[src/rtl/bp_pkg.sv]
package bp_pkg;
  typedef logic [1:0] ctr_t;

  localparam ctr_t CTR_WEAK_NT = 2'b01;

  function automatic ctr_t ctr_step(input ctr_t cur, input logic taken);
    ctr_t nxt;
    if (taken) nxt = (cur == 2'b11) ? cur : cur + 2'd1;
    else       nxt = (cur == 2'b00) ? cur : cur - 2'd1;
    return nxt;
  endfunction
endpackage

[src/rtl/bp_dir_table.sv]
module bp_dir_table
  import bp_pkg::*;
#(
  parameter int IDX_W = 6
) (
  input  logic             clk,
  input  logic             rst,
  input  logic             rd_en,
  input  logic [IDX_W-1:0] rd_idx,
  output ctr_t             rd_ctr,
  input  logic             wr_en,
  input  logic [IDX_W-1:0] wr_idx,
  input  logic             wr_taken
);
  localparam int DEPTH = 1 << IDX_W;

  ctr_t tbl [DEPTH];

  // counters are small enough to live in flops so reset is single-cycle
  always_ff @(posedge clk) begin
    if (rst) begin
      for (int i = 0; i < DEPTH; i++) tbl[i] <= CTR_WEAK_NT;
    end else if (wr_en) begin
      tbl[wr_idx] <= ctr_step(tbl[wr_idx], wr_taken);
    end
  end

  always_ff @(posedge clk) begin
    if (rst)        rd_ctr <= CTR_WEAK_NT;
    else if (rd_en) rd_ctr <= tbl[rd_idx];
  end
endmodule

[src/rtl/bp_tgt_buf.sv]
module bp_tgt_buf #(
  parameter int IDX_W = 6,
  parameter int TAG_W = 24,
  parameter int PC_W  = 32
) (
  input  logic             clk,
  input  logic             rst,
  input  logic             rd_en,
  input  logic [IDX_W-1:0] rd_idx,
  output logic             rd_valid,
  output logic [TAG_W-1:0] rd_tag,
  output logic [PC_W-1:0]  rd_tgt,
  input  logic             wr_en,
  input  logic [IDX_W-1:0] wr_idx,
  input  logic [TAG_W-1:0] wr_tag,
  input  logic [PC_W-1:0]  wr_tgt
);
  localparam int DEPTH = 1 << IDX_W;

  logic             vld     [DEPTH];
  logic [TAG_W-1:0] tag_mem [DEPTH];
  logic [PC_W-1:0]  tgt_mem [DEPTH];

  // valid bits need reset; tag and target are plain RAM
  always_ff @(posedge clk) begin
    if (rst) begin
      for (int i = 0; i < DEPTH; i++) vld[i] <= 1'b0;
    end else if (wr_en) begin
      vld[wr_idx] <= 1'b1;
    end
  end

  always_ff @(posedge clk) begin
    if (wr_en) begin
      tag_mem[wr_idx] <= wr_tag;
      tgt_mem[wr_idx] <= wr_tgt;
    end
  end

  always_ff @(posedge clk) begin
    if (rd_en) begin
      rd_tag <= tag_mem[rd_idx];
      rd_tgt <= tgt_mem[rd_idx];
    end
  end

  always_ff @(posedge clk) begin
    if (rst)        rd_valid <= 1'b0;
    else if (rd_en) rd_valid <= vld[rd_idx];
  end
endmodule

[src/rtl/bp_core.sv]
module bp_core
  import bp_pkg::*;
#(
  parameter int PC_W  = 32,
  parameter int IDX_W = 6
) (
  input  logic            clk,
  input  logic            rst,
  input  logic            fetch_valid,
  input  logic [PC_W-1:0] fetch_pc,
  output logic            pred_valid,
  output logic            pred_taken,
  output logic [PC_W-1:0] pred_pc,
  input  logic            res_valid,
  input  logic [PC_W-1:0] res_pc,
  input  logic            res_taken,
  input  logic [PC_W-1:0] res_target,
  input  logic            res_pred_taken,
  input  logic [PC_W-1:0] res_pred_target,
  output logic            mispredict,
  output logic [PC_W-1:0] fix_pc
);
  localparam int TAG_W = PC_W - IDX_W - 2;
  localparam int TAG_L = IDX_W + 2;

  logic [IDX_W-1:0] f_idx, r_idx;
  logic [TAG_W-1:0] r_tag, q_tag;
  logic [PC_W-1:0]  pc_q, q_tgt;
  logic             q_valid, hit, lean_taken;
  ctr_t             q_ctr;

  assign f_idx = fetch_pc[TAG_L-1:2];
  assign r_idx = res_pc[TAG_L-1:2];
  assign r_tag = res_pc[PC_W-1:TAG_L];

  bp_dir_table #(.IDX_W(IDX_W)) u_dir (
    .clk      (clk),
    .rst      (rst),
    .rd_en    (fetch_valid),
    .rd_idx   (f_idx),
    .rd_ctr   (q_ctr),
    .wr_en    (res_valid),
    .wr_idx   (r_idx),
    .wr_taken (res_taken)
  );

  bp_tgt_buf #(.IDX_W(IDX_W), .TAG_W(TAG_W), .PC_W(PC_W)) u_btb (
    .clk      (clk),
    .rst      (rst),
    .rd_en    (fetch_valid),
    .rd_idx   (f_idx),
    .rd_valid (q_valid),
    .rd_tag   (q_tag),
    .rd_tgt   (q_tgt),
    .wr_en    (res_valid && res_taken),
    .wr_idx   (r_idx),
    .wr_tag   (r_tag),
    .wr_tgt   (res_target)
  );

  always_ff @(posedge clk) begin
    if (rst) begin
      pred_valid <= 1'b0;
      pc_q       <= '0;
    end else begin
      pred_valid <= fetch_valid;
      if (fetch_valid) pc_q <= fetch_pc;
    end
  end

  // lookup result: RAM output register feeds a single compare and mux
  assign hit        = q_valid && (q_tag == pc_q[PC_W-1:TAG_L]);
  assign lean_taken = q_ctr[1];
  assign pred_taken = pred_valid && hit && lean_taken;
  assign pred_pc    = pred_taken ? q_tgt : pc_q + PC_W'(4);

  always_ff @(posedge clk) begin
    if (rst) begin
      mispredict <= 1'b0;
      fix_pc     <= '0;
    end else begin
      mispredict <= res_valid &&
                    ((res_taken != res_pred_taken) ||
                     (res_taken && (res_target != res_pred_target)));
      if (res_valid) fix_pc <= res_taken ? res_target : res_pc + PC_W'(4);
    end
  end
endmodule

[config.mk]
export PLATFORM = sky130hd
export DESIGN_NAME = bp_core
export DESIGN_NICKNAME = d
export VERILOG_FILES = /design/src/rtl/bp_pkg.sv /design/src/rtl/bp_dir_table.sv /design/src/rtl/bp_tgt_buf.sv /design/src/rtl/bp_core.sv
export SDC_FILE = /design/constraint.sdc
export NUM_CORES = 2
export LEC_CHECK = 0
export BUFFER_PORTS_ARGS = -buffer_cell sky130_fd_sc_hd__buf_4
export CAP_MARGIN = 20
export CORE_MARGIN = 8
export CORE_UTILIZATION = 30
export DETAILED_ROUTE_END_ITERATION = 6
export PLACE_DENSITY = 0.48
export SYNTH_ARGS = -nofsm -noshare
export SYNTH_HDL_FRONTEND = slang
export SYNTH_HIERARCHICAL = 1
export SYNTH_SLANG_ARGS = --single-unit
[constraint.sdc]
create_clock -name clk -period 6.65 [get_ports clk]
set_clock_uncertainty 0.05 [all_clocks]
set_input_delay 0.3325 -clock clk [delete_from_list [all_inputs] [get_ports clk]]
set_output_delay 0.3325 -clock clk [all_outputs]
set_load 0.02 [all_outputs]
* After elaboration in Yosys (flattened, before gate mapping)
Memories as Yosys holds them, arrays and structs flattened. A register that Yosys moved wholly into a read port is not among the register bits.
Cells that the tools add are included.
** Storage, ports and cells
- Bits in writable memories :: 3776
- Memories kept :: 4
- Register bits :: 66
** Cells by class
- Add/sub/neg operators :: 4
- Reduce and logical (&&, ||, !) cells :: 10
- Muxes and demuxes :: 22
- Equality and inequality tests :: 4
** Memory list
- u_btb.tgt_mem :: words 64, bits a word 32, read ports 1, clocked after memory_dff 1, write ports 1, RTL line bp_tgt_buf.sv:22 : logic [PC_W-1:0] tgt_mem [DEPTH];
- u_btb.tag_mem :: words 64, bits a word 24, read ports 1, clocked after memory_dff 1, write ports 1, RTL line bp_tgt_buf.sv:21 : logic [TAG_W-1:0] tag_mem [DEPTH];
- u_dir.tbl :: words 64, bits a word 2, read ports 2, clocked after memory_dff 1, write ports 64, RTL line bp_dir_table.sv:17 : ctr_t tbl [DEPTH];
- u_btb.vld :: words 64, bits a word 1, read ports 1, clocked after memory_dff 1, write ports 64, RTL line bp_tgt_buf.sv:20 : logic vld [DEPTH];
** Operators with widths (count)
- $add 32x3->32 const B :: 2
- $mux 32 :: 2
- $ne 32x32->1 :: 1
- $eq 24x24->1 :: 1
- $mux 1 :: 12
- $mux 2 :: 6
- $mux 6 :: 2
- $logic_and 1x1->1 :: 6
- $add 2x1->2 const B :: 1
- $eq 2x2->1 const B :: 1
- $logic_not 2->1 :: 1
- $reduce_or 2->1 :: 1
- $sub 2x1->2 const B :: 1
- $logic_or 1x1->1 :: 1
- $ne 1x1->1 :: 1
- $reduce_or 1->1 :: 1

* Depth between registers and ports, before layout
An unclocked memory read counts as a cell.
- Word-level depth :: 7
- Mapped depth :: 12
- Mapped depth without buffers :: 7

* Modules after synthesis
Netlist, hierarchy kept.
** By module, submodules not included
- bp_tgt_buf :: area each 139971.7 um2, times used 1, sequential area each 110606.1 um2, cells each 5499
- bp_dir_table :: area each 8005.2 um2, times used 1, sequential area each 3883.7 um2, cells each 658
- bp_core :: area each 4808.4 um2, times used 1, sequential area each 1321.3 um2, cells each 572

* Worst setup path before layout
Ideal clock, no wire load.
- Path type :: input to register
- Start point :: in res_taken
- End point :: mem u_btb.tag_mem[56][0] (enable)
- Arrival :: 5404 ps
- Setup slack :: 655 ps
- Buffers on the path :: 1
- Cell stages on the path :: 6
- Library setup time :: 541 ps
- Cells stage by stage :: nand2_1 inv_1 clkbuf_1 nand4_1 or2_2 nor3_1
** Between the ends
- Cells in the longest elaborated chain, start to end :: 3
** RTL lines
- start: declaration :: RTL line bp_core.sv:16 : input logic res_taken,
- $logic_and 1x1->1 :: RTL line bp_core.sv:55 : .wr_en (res_valid && res_taken),
- $mux 1 :: RTL line bp_tgt_buf.sv:34 : if (wr_en) begin
- $mux 1 (not written as such) :: RTL line bp_tgt_buf.sv:35 : tag_mem[wr_idx] <= wr_tag;
- end: declaration :: RTL line bp_tgt_buf.sv:21
Every way passes these cells.

* Final worst setup path
- Start point :: reg pc_q[19]
- End point :: out pred_pc[2]
** Between the ends
- Cells in the longest elaborated chain, start to end :: 5
** RTL lines
- start: declaration :: RTL line bp_core.sv:28 : logic [PC_W-1:0] pc_q, q_tgt;
- start signal: assignment :: RTL line bp_core.sv:67 : if (fetch_valid) pc_q <= fetch_pc;
- $eq 24x24->1 :: RTL line bp_core.sv:72 : assign hit = q_valid && (q_tag == pc_q[PC_W-1:TAG_L]);
- $logic_and 1x1->1 :: RTL line bp_core.sv:72
- $logic_and 1x1->1 (2 in a row) :: RTL line bp_core.sv:74 : assign pred_taken = pred_valid && hit && lean_taken;
- $mux 32 :: RTL line bp_core.sv:75 : assign pred_pc = pred_taken ? q_tgt : pc_q + PC_W'(4);
- end: declaration :: RTL line bp_core.sv:13 : output logic [PC_W-1:0] pred_pc,
Every way passes these cells.

==> impl_metrics.yaml <==
die:
  io_pins: 201
  initial_core_util_pct: 30.1
  die_h_um: 728
  fp-row-count: 261
  fp.dieArea_mm2: 0.531
  die_w_um: 728
  core_area_mm2: 0.506
cts:
  root_buffer: "clkbuf_16"
  post-cts-setup-buffers: 0
  clk_pin_slew_ns: 0.06
  htree_levels: 5
  post_cts_resized: 0
  cts_buffer_depth: 4
  clock_latency_ns: 0.99
  cts_tree: "done"
  numCtsBuffers: 417
  clock-sinks: 3900
drt:
  drt-initial-drc-count: 9828
  post-route-drc-count: 0
  first_pass_iters: 6
  wl_mm: 499
  wl_per_cell_um: 34.8
  vias: 75700
  antenna_left: 0
  routed_via_density: 5.27
yosys:
  yosys_warnings: 6
  syn_inst: 6701
  syn_nets: 6837
  syn_area_mm2: 0.152
  postSynthAreaPerCell_um2: 22.7
power_and_ir_drop:
  ir_drop_mv: 0.247
  finalPower_mw: 53.0
  p_per_area_mw_per_mm2: 298
  p_leak_nw: 54.8
sta:
  slew_headroom_pct: 21.8
  fmax_mhz: 208
  fin_ws_ns: 1.84
  hold_violations: 0
  rsz0062_at_grt: "false"
  fin_tns_setup_ns: 0
  final.period_utilization_pct: 72.3
  finalSetupViolCount: 0
  slew_viol_final: 0
  max_slew.worst_pin.slew_ns: 1.16
  min_period_ns: 4.81
status:
  status: "finished, final reports clean"
worst_setup_path:
  crit_path_end_kind: "primary output"
  cp_max_fo: 28
  worstPathCellList: "xor2_1 -> nor2_1 -> nand4bb_1 -> nor4_4 -> buf_12 -> mux2i_1 -> buf_4 -> buf_4"
  worstSetupPathType: "reg -> out"
  arrival_ns: 4.43
  required_ns: 6.27
  slowest_delay_ns: 0.78
  worst_setup_path_start_kind: "register"
  cp_slowest_cell: "nor4_4"
  cp_common_cell: "buf_4"
global_route:
  grt_overflow_total: 0
  grt_pass1_wl_mm: 674
  grt_pass1_vias: 76186
  grt_max_degree: 109
  grt_usage_pct: 18.3
  grt_antenna_before_repair: 53
place:
  dpl.hpwl_mm: 301
  port-buffer-count: 200
  gp_congestion: 0.855
  dp_slack_ns: 2.23
  place_area_mm2: 0.163
finish:
  postLayoutCoreUtil_pct: 35.2
  syn2layout_area_growth_pct: 16.8
  drive_above_1_share_pct: 31.2
  nNetsFinal: 7418
  fin_area_mm2: 0.178
hold_path:
  hold_path.class: "in -> reg"
job:
  cap_violations: 0
report_power, final:
group / leakage, nW / switching [mW] / internal, mW
Sequential: 35.0 / 0.133 / 27.1
Clock: 6.47 / 9.73 / 12.9
Combinational: 13.3 / 2.04 / 1.13
Total: 54.8 / 11.9 / 41.1
final timing paths:
| path | startpoint | to | slack, ns | cells past startpoint |
|---|---|---|---|---|
| min reg2reg | u_btb/vld[38] | u_btb/vld[38] | 0.42 | 2 |
| max reg2reg | u_dir/tbl[54][0] | u_dir/tbl[58][1] | 3.31 | 8 |
| min | fetch_pc[5] | u_btb/rd_tgt[8] | 0.06 | 3 |
| max | pc_q[19] | pred_pc[2] | 1.84 | 8 |
critical path: cells and delay by family, from the launching register on:
family | cells | cell delay [ns]
flip-flops | 1 | 0.77
buffers and inverters | 3 | 0.66
AND/OR/NAND/NOR | 3 | 1.24
XOR/XNOR | 1 | 0.16
multiplexers | 1 | 0.54
per-stage QoR:
step / instances / hold WS [ns]
final: 14352 / 0.0601
after global routing: 14340 / 0.0466
after CTS: 14336 / 0.0127
after detailed placement: 13464 / 0.407
after global placement: 13452 / 0.394
after floorplan: 6701 / 0.355
flip-flops by register name, indices dropped and copies added (netlist names), 24 cells and up:
register	cells
u_btb/rd_tgt	32
fix_pc	32
pc_q	32
u_btb/vld	64
u_btb/tag_mem	1536
u_btb/tgt_mem	2048
u_btb/rd_tag	24
u_dir/tbl	128
metal layers:
| metal | global-route usage [%] | part of all wire, % | vias up | wire length (um) |
|---|---|---|---|---|
| met4 | 4.73 | 2.9 | 22 | 14600 |
| met3 | 3.75 | 7.6 | 594 | 38200 |
| met2 | 30.0 | 48 | 3214 | 239000 |
| met5 | 0 | 0.026 | - | 129 |
| li1 | - | - | 29612 | - |
| met1 | 24.8 | 41 | 42258 | 207000 |
placed cells by master (no fill, tap or decap), types with 25 or more instances in the layout:
master,instances
nor2_4,62
nor4_1,29
nor2b_1,29
mux2i_1,112
dfxtp_1,132
clkinv_1,88
nand3_1,69
mux2_1,34
buf_12,61
buf_4,375
nor3_2,32
edfxtp_1,3768
nand2_1,141
clkbuf_1,104
clkinv_2,73
xnor2_1,36
nor2_1,263
clkbuf_16,423
mux4_2,1194
xor2_1,72
bufinv_16,25
dlygate4sd3_1,103
o21ai_0,35
repair_timing:
action                     in CTS  in global routing
hold endpoints to repair     1527                  0
setup endpoints to repair       0                  0
hold buffers                  103                  0
layout make-up:
cell class                 count  area [um^2]
sequential                  3900       116000
fill                       46598       328000
multi-input combinational   2393        35000
timing repair buffer         552         5270
inverter                      18         67.6
clock buffer                 546        11200
clock inverter               223         2030
antenna                       14         35.0
tap                         6706         8390
Note: power is estimated with default switching activity, not from simulation.
